### config.mk
export PLATFORM = sky130hd
export DESIGN_NAME = ser_shift_top
export DESIGN_NICKNAME = d
export VERILOG_FILES = /design/src/rtl/ser_shift_pkg.sv /design/src/rtl/ser_clk_sel.sv /design/src/rtl/ser_shift_reg.sv /design/src/rtl/ser_edge_cnt.sv /design/src/rtl/ser_start_det.sv /design/src/rtl/ser_shift_top.sv
export SDC_FILE = /design/constraint.sdc
export NUM_CORES = 1
export LEC_CHECK = 0
export BUFFER_PORTS_ARGS = -buffer_cell sky130_fd_sc_hd__buf_2
export CAP_MARGIN = 25
export CELL_PAD_IN_SITES_DETAIL_PLACEMENT = 0
export CELL_PAD_IN_SITES_GLOBAL_PLACEMENT = 1
export CORE_MARGIN = 5
export CORE_UTILIZATION = 43
export DETAILED_ROUTE_END_ITERATION = 8
export PLACE_DENSITY = 0.8
export SETUP_SLACK_MARGIN = 0.4
export SYNTH_ARGS = -nofsm -noshare
export SYNTH_HDL_FRONTEND = slang
export SYNTH_SLANG_ARGS = --single-unit
### constraint.sdc
create_clock -name clk -period 2.3 [get_ports clk]
set_input_delay 0.23 -clock clk [delete_from_list [all_inputs] [get_ports clk]]
set_output_delay 0.23 -clock clk [all_outputs]
set_load 0.03 [all_outputs]
### src/rtl/ser_shift_pkg.sv
package ser_shift_pkg;

    localparam int REG_W = 8;

    localparam logic [1:0] ADDR_CTRL = 2'd0;
    localparam logic [1:0] ADDR_STAT = 2'd1;
    localparam logic [1:0] ADDR_DATA = 2'd2;

    // control write-only action bits
    localparam int CTRL_STROBE_BIT = 4;
    localparam int CTRL_TOGGLE_BIT = 5;

    typedef enum logic [1:0] {
        WM_OFF   = 2'b00,
        WM_THREE = 2'b01,
        WM_TWO   = 2'b10,
        WM_TWO_B = 2'b11
    } wire_mode_e;

    typedef enum logic [1:0] {
        CS_STROBE   = 2'b00,
        CS_TIMER    = 2'b01,
        CS_EXT_RISE = 2'b10,
        CS_EXT_FALL = 2'b11
    } clk_src_e;

    typedef struct packed {
        logic       ovf_ie;
        logic       start_ie;
        clk_src_e   cs;
        wire_mode_e mode;
    } ctrl_t;

    // one-cycle actions produced by the clock selector
    typedef struct packed {
        logic shift;     // sample di into the shift register
        logic count;     // advance the edge counter
        logic push;      // copy MSB into the output latch (opposite edge)
        logic internal;  // shift came from strobe or timer
    } clk_evt_t;

    function automatic logic is_two_wire(input wire_mode_e m);
        return m[1];
    endfunction

endpackage

### src/rtl/ser_clk_sel.sv
module ser_clk_sel
    import ser_shift_pkg::*;
(
    input  logic     clk,
    input  logic     rst,
    input  logic     sck_i,
    input  clk_src_e cs_i,
    input  logic     strobe_i,
    input  logic     timer_evt_i,
    output clk_evt_t evt_o
);

    logic sck_q;
    logic rise;
    logic fall;

    always_ff @(posedge clk) begin
        if (rst) sck_q <= 1'b0;
        else     sck_q <= sck_i;
    end

    assign rise = sck_i & ~sck_q;
    assign fall = ~sck_i & sck_q;

    always_comb begin
        evt_o = '0;
        unique case (cs_i)
            CS_STROBE: begin
                evt_o.shift    = strobe_i;
                evt_o.count    = strobe_i;
                evt_o.internal = strobe_i;
            end
            CS_TIMER: begin
                evt_o.shift    = timer_evt_i;
                evt_o.count    = timer_evt_i;
                evt_o.internal = timer_evt_i;
            end
            CS_EXT_RISE: begin
                evt_o.shift = rise;
                evt_o.push  = fall;
                evt_o.count = rise | fall;
            end
            CS_EXT_FALL: begin
                evt_o.shift = fall;
                evt_o.push  = rise;
                evt_o.count = rise | fall;
            end
            default: evt_o = '0;
        endcase
    end

    // sampling and output update never share an edge
    assert_edge_split_R3: assert property (@(posedge clk) disable iff (rst)
        !(evt_o.shift && evt_o.push));

    // external selects ignore timer and strobe when the pin is still
    assert_ext_quiet_R6: assert property (@(posedge clk) disable iff (rst)
        (cs_i[1] && (sck_i == sck_q)) |-> !evt_o.count);

endmodule

### src/rtl/ser_shift_reg.sv
module ser_shift_reg
    import ser_shift_pkg::*;
#(
    parameter int DW = REG_W
) (
    input  logic          clk,
    input  logic          rst,
    input  logic          di_i,
    input  clk_evt_t      evt_i,
    input  logic          load_en_i,
    input  logic [DW-1:0] load_data_i,
    output logic [DW-1:0] shreg_o,
    output logic          out_latch_o
);

    always_ff @(posedge clk) begin
        if (rst) begin
            shreg_o     <= '0;
            out_latch_o <= 1'b0;
        end else if (load_en_i) begin
            shreg_o     <= load_data_i;
            out_latch_o <= load_data_i[DW-1];
        end else begin
            if (evt_i.shift)
                shreg_o <= {shreg_o[DW-2:0], di_i};
            if (evt_i.shift && evt_i.internal)
                out_latch_o <= shreg_o[DW-2];
            else if (evt_i.push)
                out_latch_o <= shreg_o[DW-1];
        end
    end

    assert_shift_in_R2: assert property (@(posedge clk) disable iff (rst)
        (evt_i.shift && !load_en_i) |=>
            (shreg_o == {$past(shreg_o[DW-2:0]), $past(di_i)}));

    assert_load_wins_R13: assert property (@(posedge clk) disable iff (rst)
        load_en_i |=> (shreg_o == $past(load_data_i)));

    assert_latch_hold_R3: assert property (@(posedge clk) disable iff (rst)
        (!load_en_i && !evt_i.push && !evt_i.shift) |=> $stable(out_latch_o));

endmodule

### src/rtl/ser_edge_cnt.sv
module ser_edge_cnt #(
    parameter int CW = 4
) (
    input  logic          clk,
    input  logic          rst,
    input  logic          count_i,
    input  logic          wr_en_i,
    input  logic [CW-1:0] wr_val_i,
    output logic [CW-1:0] cnt_o,
    output logic          wrap_o
);

    localparam logic [CW-1:0] CNT_TOP = '1;

    always_ff @(posedge clk) begin
        if (rst)          cnt_o <= '0;
        else if (wr_en_i) cnt_o <= wr_val_i;
        else if (count_i) cnt_o <= cnt_o + 1'b1;
    end

    assign wrap_o = count_i & ~wr_en_i & (cnt_o == CNT_TOP);

    assert_count_step_R4: assert property (@(posedge clk) disable iff (rst)
        (count_i && !wr_en_i) |=> (cnt_o == $past(cnt_o) + 1'b1));

    assert_write_wins_R13: assert property (@(posedge clk) disable iff (rst)
        wr_en_i |=> (cnt_o == $past(wr_val_i)));

endmodule

### src/rtl/ser_start_det.sv
module ser_start_det (
    input  logic clk,
    input  logic rst,
    input  logic en_i,
    input  logic sck_i,
    input  logic di_i,
    output logic start_o
);

    logic sck_q;
    logic di_q;

    always_ff @(posedge clk) begin
        if (rst) begin
            sck_q <= 1'b0;
            di_q  <= 1'b0;
        end else begin
            sck_q <= sck_i;
            di_q  <= di_i;
        end
    end

    assign start_o = en_i & sck_i & sck_q & di_q & ~di_i;

    assert_start_needs_high_clk_R8: assert property (@(posedge clk) disable iff (rst)
        start_o |-> ($past(sck_i) && $past(di_i)));

endmodule

### src/rtl/ser_shift_top.sv
module ser_shift_top
    import ser_shift_pkg::*;
#(
    parameter int DATA_W = REG_W
) (
    input  logic              clk,
    input  logic              rst,
    input  logic              di_i,
    input  logic              sck_i,
    input  logic              timer_evt_i,
    input  logic              wr_en_i,
    input  logic [1:0]        addr_i,
    input  logic [DATA_W-1:0] wdata_i,
    output logic [DATA_W-1:0] rdata_o,
    output logic              do_o,
    output logic              sck_o,
    output logic              sda_low_o,
    output logic              scl_low_o,
    output logic              irq_o
);

    localparam int CNT_W  = $clog2(DATA_W) + 1;
    localparam int PAD_W  = DATA_W - 2 - CNT_W;
    localparam int BIT_SF = DATA_W - 1;   // start flag
    localparam int BIT_OF = DATA_W - 2;   // overflow flag

    ctrl_t             ctrl_q;
    logic              strobe_q;
    logic              sck_latch_q;
    logic              start_f;
    logic              ovf_f;
    clk_evt_t          evt;
    logic [DATA_W-1:0] shreg;
    logic              out_latch;
    logic [CNT_W-1:0]  cnt;
    logic              wrap;
    logic              start_pulse;
    logic              wr_ctrl;
    logic              wr_stat;
    logic              wr_data;
    logic              two_wire;
    logic              three_wire;

    assign wr_ctrl    = wr_en_i && (addr_i == ADDR_CTRL);
    assign wr_stat    = wr_en_i && (addr_i == ADDR_STAT);
    assign wr_data    = wr_en_i && (addr_i == ADDR_DATA);
    assign two_wire   = is_two_wire(ctrl_q.mode);
    assign three_wire = (ctrl_q.mode == WM_THREE);

    // control register, strobe pulse and clock latch
    always_ff @(posedge clk) begin
        if (rst) begin
            ctrl_q      <= '0;
            strobe_q    <= 1'b0;
            sck_latch_q <= 1'b1;
        end else begin
            strobe_q <= wr_ctrl & wdata_i[CTRL_STROBE_BIT];
            if (wr_ctrl) begin
                ctrl_q.ovf_ie   <= wdata_i[7];
                ctrl_q.start_ie <= wdata_i[6];
                ctrl_q.cs       <= clk_src_e'(wdata_i[3:2]);
                ctrl_q.mode     <= wire_mode_e'(wdata_i[1:0]);
                if (wdata_i[CTRL_TOGGLE_BIT])
                    sck_latch_q <= ~sck_latch_q;
            end
        end
    end

    // flags: hardware set wins over write-one-to-clear
    always_ff @(posedge clk) begin
        if (rst) begin
            start_f <= 1'b0;
            ovf_f   <= 1'b0;
        end else begin
            if (start_pulse)                  start_f <= 1'b1;
            else if (wr_stat && wdata_i[BIT_SF]) start_f <= 1'b0;
            if (wrap)                         ovf_f <= 1'b1;
            else if (wr_stat && wdata_i[BIT_OF]) ovf_f <= 1'b0;
        end
    end

    ser_clk_sel u_clk_sel (
        .clk         (clk),
        .rst         (rst),
        .sck_i       (sck_i),
        .cs_i        (ctrl_q.cs),
        .strobe_i    (strobe_q),
        .timer_evt_i (timer_evt_i),
        .evt_o       (evt)
    );

    ser_shift_reg #(.DW(DATA_W)) u_shreg (
        .clk         (clk),
        .rst         (rst),
        .di_i        (di_i),
        .evt_i       (evt),
        .load_en_i   (wr_data),
        .load_data_i (wdata_i),
        .shreg_o     (shreg),
        .out_latch_o (out_latch)
    );

    ser_edge_cnt #(.CW(CNT_W)) u_cnt (
        .clk      (clk),
        .rst      (rst),
        .count_i  (evt.count),
        .wr_en_i  (wr_stat),
        .wr_val_i (wdata_i[CNT_W-1:0]),
        .cnt_o    (cnt),
        .wrap_o   (wrap)
    );

    ser_start_det u_start (
        .clk     (clk),
        .rst     (rst),
        .en_i    (two_wire),
        .sck_i   (sck_i),
        .di_i    (di_i),
        .start_o (start_pulse)
    );

    // pin-side outputs
    assign do_o      = three_wire & out_latch;
    assign sck_o     = three_wire & sck_latch_q;
    assign sda_low_o = two_wire & ~out_latch;
    assign scl_low_o = two_wire & (ovf_f | ~sck_latch_q);
    assign irq_o     = (start_f & ctrl_q.start_ie) | (ovf_f & ctrl_q.ovf_ie);

    always_comb begin
        unique case (addr_i)
            ADDR_CTRL: rdata_o = {ctrl_q.ovf_ie, ctrl_q.start_ie, 2'b00,
                                  ctrl_q.cs, ctrl_q.mode};
            ADDR_STAT: rdata_o = {start_f, ovf_f, {PAD_W{1'b0}}, cnt};
            ADDR_DATA: rdata_o = shreg;
            default:   rdata_o = '0;
        endcase
    end

    assert_start_only_two_wire_R8: assert property (@(posedge clk) disable iff (rst)
        $rose(start_f) |-> $past(two_wire));

    assert_ovf_from_wrap_R4: assert property (@(posedge clk) disable iff (rst)
        $rose(ovf_f) |-> ($past(cnt) == {CNT_W{1'b1}}));

    assert_hold_until_clear_R9: assert property (@(posedge clk) disable iff (rst)
        (ovf_f && !(wr_stat && wdata_i[BIT_OF])) |=> ovf_f);

    assert_hold_pin_R9: assert property (@(posedge clk) disable iff (rst)
        (two_wire && ovf_f) |-> scl_low_o);

    assert_w1c_start_R10: assert property (@(posedge clk) disable iff (rst)
        (wr_stat && wdata_i[BIT_SF] && !start_pulse) |=> !start_f);

    assert_irq_source_R11: assert property (@(posedge clk) disable iff (rst)
        irq_o |-> (start_f || ovf_f));

    assert_strobe_single_R5: assert property (@(posedge clk) disable iff (rst)
        strobe_q |=> !strobe_q || $past(wr_ctrl));

endmodule

Word level (Yosys, flattened, before mapping)

Index checks and enable logic that the tools add are counted.

Add/sub/neg operators: 1
Equal/unequal tests: 7
Multiplexer cells: 15
Bitwise operators: 24
Reductions and logical operators: 14

Operator list:

| cell                                                            | count |
|---|---|
| 8-bit one-hot mux with 3 select lines                           | 1 |
| 8-bit 2-to-1 mux                                                | 2 |
| 1-bit AND                                                       | 15 |
| 4-bit 2-to-1 mux                                                | 2 |
| 2-bit one-hot mux with 4 select lines                           | 1 |
| 2-bit nonzero test                                              | 4 |
| 1-bit 2-to-1 mux                                                | 7 |
| 2-bit by 1-bit == test with 1-bit output, second input constant | 3 |
| 2-bit == test, second input constant                            | 3 |
| 1-bit logical AND                                               | 6 |
| 1-bit inverter                                                  | 6 |
| 4-bit by 1-bit adder with 4-bit output, second input constant   | 1 |
| 4-bit == test, second input constant                            | 1 |
| 2-bit zero test                                                 | 2 |
| 1-bit one-hot mux with 2 select lines                           | 2 |
| 1-bit bitwise OR                                                | 3 |
| 3-bit nonzero test                                              | 1 |
| 2-bit AND reduction                                             | 1 |

Bits in registers: 25
Word-level logic and storage cells: 74

Longest topological paths before layout

Depth in word-level cells: 7
Mapped depth: 7

By module

From an unflattened synthesis, not the netlist that was laid out.

Cells, all modules: 153
Area, all modules: 1,531.5 µm²

By module, submodules not included:

| module        | times used | cells each | area an instance (µm²) | sequential area each (µm²) |
|---|---|---|---|---|
| ser_shift_top | 1          | 68         | 638.1                  | 200.2 |
| ser_shift_reg | 1          | 42         | 491.7                  | 180.2 |
| ser_edge_cnt  | 1          | 24         | 215.2                  | 80.1 |
| ser_clk_sel   | 1          | 13         | 116.4                  | 20.0 |
| ser_start_det | 1          | 6          | 70.1                   | 40.0 |

Least setup slack after synthesis

OpenSTA, ideal clock, no wires.

Path type: input -> output
From: input addr_i[0]
To: output rdata_o[3]
Arrival time: 1,212 ps
Data required time: 2,070 ps
Slack: 858 ps
Stages on the path: 3
Path through: buf_2 > mux2i_1 > o21ai_0

Longest elaborated chain between the ends: 2

RTL lines:

| item                                        | RTL line             | source |
|---|---|---|
| start, declared                             | ser_shift_top.sv:12  | `input logic [1:0] addr_i,` |
| 2-bit == test, or another cell as far along | ser_shift_top.sv:130 | `unique case (addr_i)` |
| 8-bit one-hot mux with 3 select lines *     | ser_shift_top.sv:130 |  |
| end, declared                               | ser_shift_top.sv:14  | `output logic [DATA_W-1:0] rdata_o,` |

Every way passes the cells marked *; elsewhere a longest branch is shown, timed or not.

Final worst setup path

From: register ctrl_q[2] (netlist name)
To: register u_shreg.shreg_o[2]

Longest elaborated chain between the ends: 3

RTL lines:

| item                                        | RTL line            | source |
|---|---|---|
| start, declared                             | ser_shift_top.sv:27 | `ctrl_t ctrl_q;` |
| 2-bit == test, or another cell as far along | ser_clk_sel.sv:27   | `unique case (cs_i)` |
| 2-bit one-hot mux with 4 select lines *     | ser_clk_sel.sv:27   |  |
| 2-bit nonzero test (no source line) *       | n/a                 |  |
| end signal, assigned                        | ser_shift_reg.sv:21 | `shreg_o <= load_data_i;` |
| end signal, assigned                        | ser_shift_reg.sv:25 | `shreg_o <= {shreg_o[DW-2:0], di_i};` |
| end, declared                               | ser_shift_reg.sv:12 | `output logic [DW-1:0] shreg_o,` |

Marks and branches as above.
A chain may end at the register's enable or synchronous reset.

==> run metrics <==
# rows 20; clk_skew 0.00361 ns; # Max-Cap Violations 0; Setup Buffers After CTS 0; vias in the first global route between 1000 and 1500; clock root buffer clkbuf_4; CP startpoint kind register; Max VDD drop between 200 and 250 uV; switch share about 28%; post-detailed-route count of antenna-violating nets 0; Area Growth Syn to Fin 14.4%; top cells by instance count after synthesis 25 x dfxtp_1, 24 x mux2i_1, 20 x nor2_1; met3 routed WL 199 um; first-pass GRT wire length about 5600 um; Leakage approximately 0.65 nW; Simple-Gate Fraction of Synth Area between 10% and 20%; Comb pwr share 17.2%; Final Hold Viols 0; CP bufs+invs 0; PortBufs 28; initial antenna violation count 0; run status completed; DRT met1 WL approximately 1600 um; Via Count roughly 1100; setup violators final 0; # DRC 0; DRT Wirelength approximately 3300 um; DIE AREA roughly 4300 sq um; Final Total Pwr around 0.8 mW; clock tree buffer depth 2; YS warnings 0; Power Density ~520 nW/um^2; Fill cells 301; CTS tree done; kind of end point of the critical path register; TritonCTS Sinks 25; Max Fclk between 0.6 and 0.7 GHz; Yosys top cell area share between 30% and 40%; vias per cell 5.27; net switching power around 0.22 mW; Synth Flop Type dfxtp_1; Final min period approximately 1.6 ns; DP HPWL 2550 um; multiplexer area fraction after synthesis roughly 22%; Hold WS 0.174 ns; Net Count, Synth ~170; Slew @ Worst Pin around 0.53 ns; Setup CP Type reg2reg; Yosys reg bits 25; io pins 29; 1st-iter DRT viols 26; Final #Nets slightly below 200; wire per inst ~15 um; Post-Synthesis Cells between 100 and 150; Num CTS Buffers 3; synth unique cells 30; grt ovf 0; Power Internal 0.579 mW; Core Footprint between 3000 and 4000 sq um; complex-gate fraction of the synthesized area between 10% and 20%; period utilization a little over two thirds; GRT Overall Usage between 15 and 20%; area of the multi-input gates between 700 and 800 sq um; xor and xnor area share after synthesis about 1.3%; most common cell in the netlist dfxtp_1; layout cells sized above 1 around a fifth; Pre-antenna DRT Iters 4; largest family of logic cells by synthesized area multiplexers; clock share of power a little under a quarter; crit path DAT about 1.8 ns; Chip Width ~66 um; Starting Density approximately 44%; clock slew at reported path FFs 0.13 ns; CP max FO 8; mean post-synth cell area 9.09 sq um; Tightest Hold Check Type in2reg; largest net degree at the start of global routing 25; Post-CTS Hold Fix Bufs 0; ys async rst share 0%; # diodes 0; CTS resizes 0; Post-synth EDFFs 0; gpl congestion 0.894; Skew-Pair Late Insertion Delay 0.30 ns; Area contributors post-synth dfxtp_1 37%, mux2i_1 18%, a211oi_1 6.1%, nor2_1 5.6%, mux2i_4 3.3%; Slowest-stage cell, CP dfxtp_1; Reg power frac approximately three fifths; Sum Neg Setup Slack 0 ns; DR WL met2 approximately 1500 um; most used cell, CP mux2i_4; highest metal used met4; CP delay by family, top multiplexers; die height 65.9 um; Synth area leader dfxtp_1; Post-Synthesis Cell Area 1350 sq um; relative slew slack 64.7%; worst path cell trace mux2i_4, mux2i_4, mux2i_1, a211oi_1; number of max-slew violations in the final report 0; H-tree depth 1; WP data required about 2.5 ns; RSZ-0062 raised after global routing false; Register Area between 500 and 600 sq um; max incr delay on CP approximately 0.52 ns; synthesized-area fraction occupied by adder cells 2.79%; post-synthesis sequential area ratio 37.2%
[power groups by stage]
stage          Clock (mW)  Sequential, mW  Combinational [mW]
2_1_floorplan           0           0.477              0.0963
3_5_place_dp            0           0.485               0.137
5_1_grt             0.218           0.479               0.151
4_1_cts             0.195           0.475               0.137
3_3_place_gp            0           0.484               0.134
6_report            0.187           0.475               0.137
[registers in the layout, summed over array words and instances (netlist names)]
register,count
u_start.di_q,1
u_cnt.cnt_o,4
start_f,1
ctrl_q,6
ovf_f,1
strobe_q,1
u_start.sck_q,1
u_shreg.out_latch_o,1
u_shreg.shreg_o,8
sck_latch_q,1
[layout make-up]
class	instances	area share [%]
clock buffers	4	1.71
repair buffers	30	10.1
multi-input cells	109	50.7
flip-flops and latches	25	32.5
well taps	44	3.58
inverters	6	1.46
[worst paths after layout]
| path | startpoint | to | slack [ns] | depth (start not counted) |
|---|---|---|---|---|
| worst max-delay path | ctrl_q[2]$_SDFFE_PP0P_ | u_shreg.shreg_o[2]$_SDFFE_PP0P_ | 0.68 | 4 |
| worst min-delay path | wdata_i[4] | strobe_q$_SDFF_PP0_ | 0.17 | 2 |
| worst max register to register | ctrl_q[2]$_SDFFE_PP0P_ | u_shreg.shreg_o[2]$_SDFFE_PP0P_ | 0.68 | 4 |
| worst min register to register | start_f$_SDFFE_PP0P_ | start_f$_SDFFE_PP0P_ | 0.52 | 2 |
[kinds of logic (layout without fill, tap and decap cells)]
| family | count (synthesis) | after routing |
|---|---|---|
| adder cells (fa/ha/maj) | 3 | 3 |
| multiplexers | 27 | 27 |
| flip-flops | 25 | 25 |
| XOR/XNOR | 2 | 2 |
| AO/OA/AOI/OAI | 31 | 31 |
| buffers and inverters | 14 | 40 |
| AND/OR/NAND/NOR | 46 | 46 |
[layout by cell type, fill, tap and decap left out, drive strengths merged]
| master | synthesis | layout |
|---|---|---|
| inv | 6 | 6 |
| and2 | 3 | 3 |
| nand2b | 1 | 1 |
| mux2i | 26 | 26 |
| nor2b | 3 | 3 |
| and3b | 3 | 3 |
| dfxtp | 25 | 25 |
| a21boi | 1 | 1 |
| nor2 | 20 | 20 |
| a21oi | 8 | 8 |
| mux2 | 1 | 1 |
| clkbuf | 3 | 4 |
| a211oi | 11 | 11 |
| ha | 3 | 3 |
| nand4 | 1 | 1 |
| nor3b | 1 | 1 |
| nand3 | 2 | 2 |
| and3 | 2 | 2 |
| xnor2 | 2 | 2 |
| a22o | 1 | 1 |
| nor4 | 1 | 1 |
| buf | 5 | 30 |
| o21bai | 2 | 2 |
| and4 | 1 | 1 |
| nand2 | 7 | 7 |
| nand3b | 1 | 1 |
| o21ai | 8 | 8 |
[routing by layer]
metal  up-vias  global-route usage, %
met4         0                   5.33
met2        29                   27.2
met1       543                   22.0
li1        574                      -
met3         2                   4.08
met5         -                      0
[metrics by stage]
stage	util, %	setup slack, ns	instance area, sq um	cells
6_report	50.8	0.684	1540	218
5_1_grt	50.8	0.551	1540	218
4_1_cts	50.8	0.672	1540	218
3_5_place_dp	50.0	0.699	1510	214
3_3_place_gp	50.0	0.769	1510	214
2_1_floorplan	-	0.858	1350	148
Power figures use the tool's default switching activity.
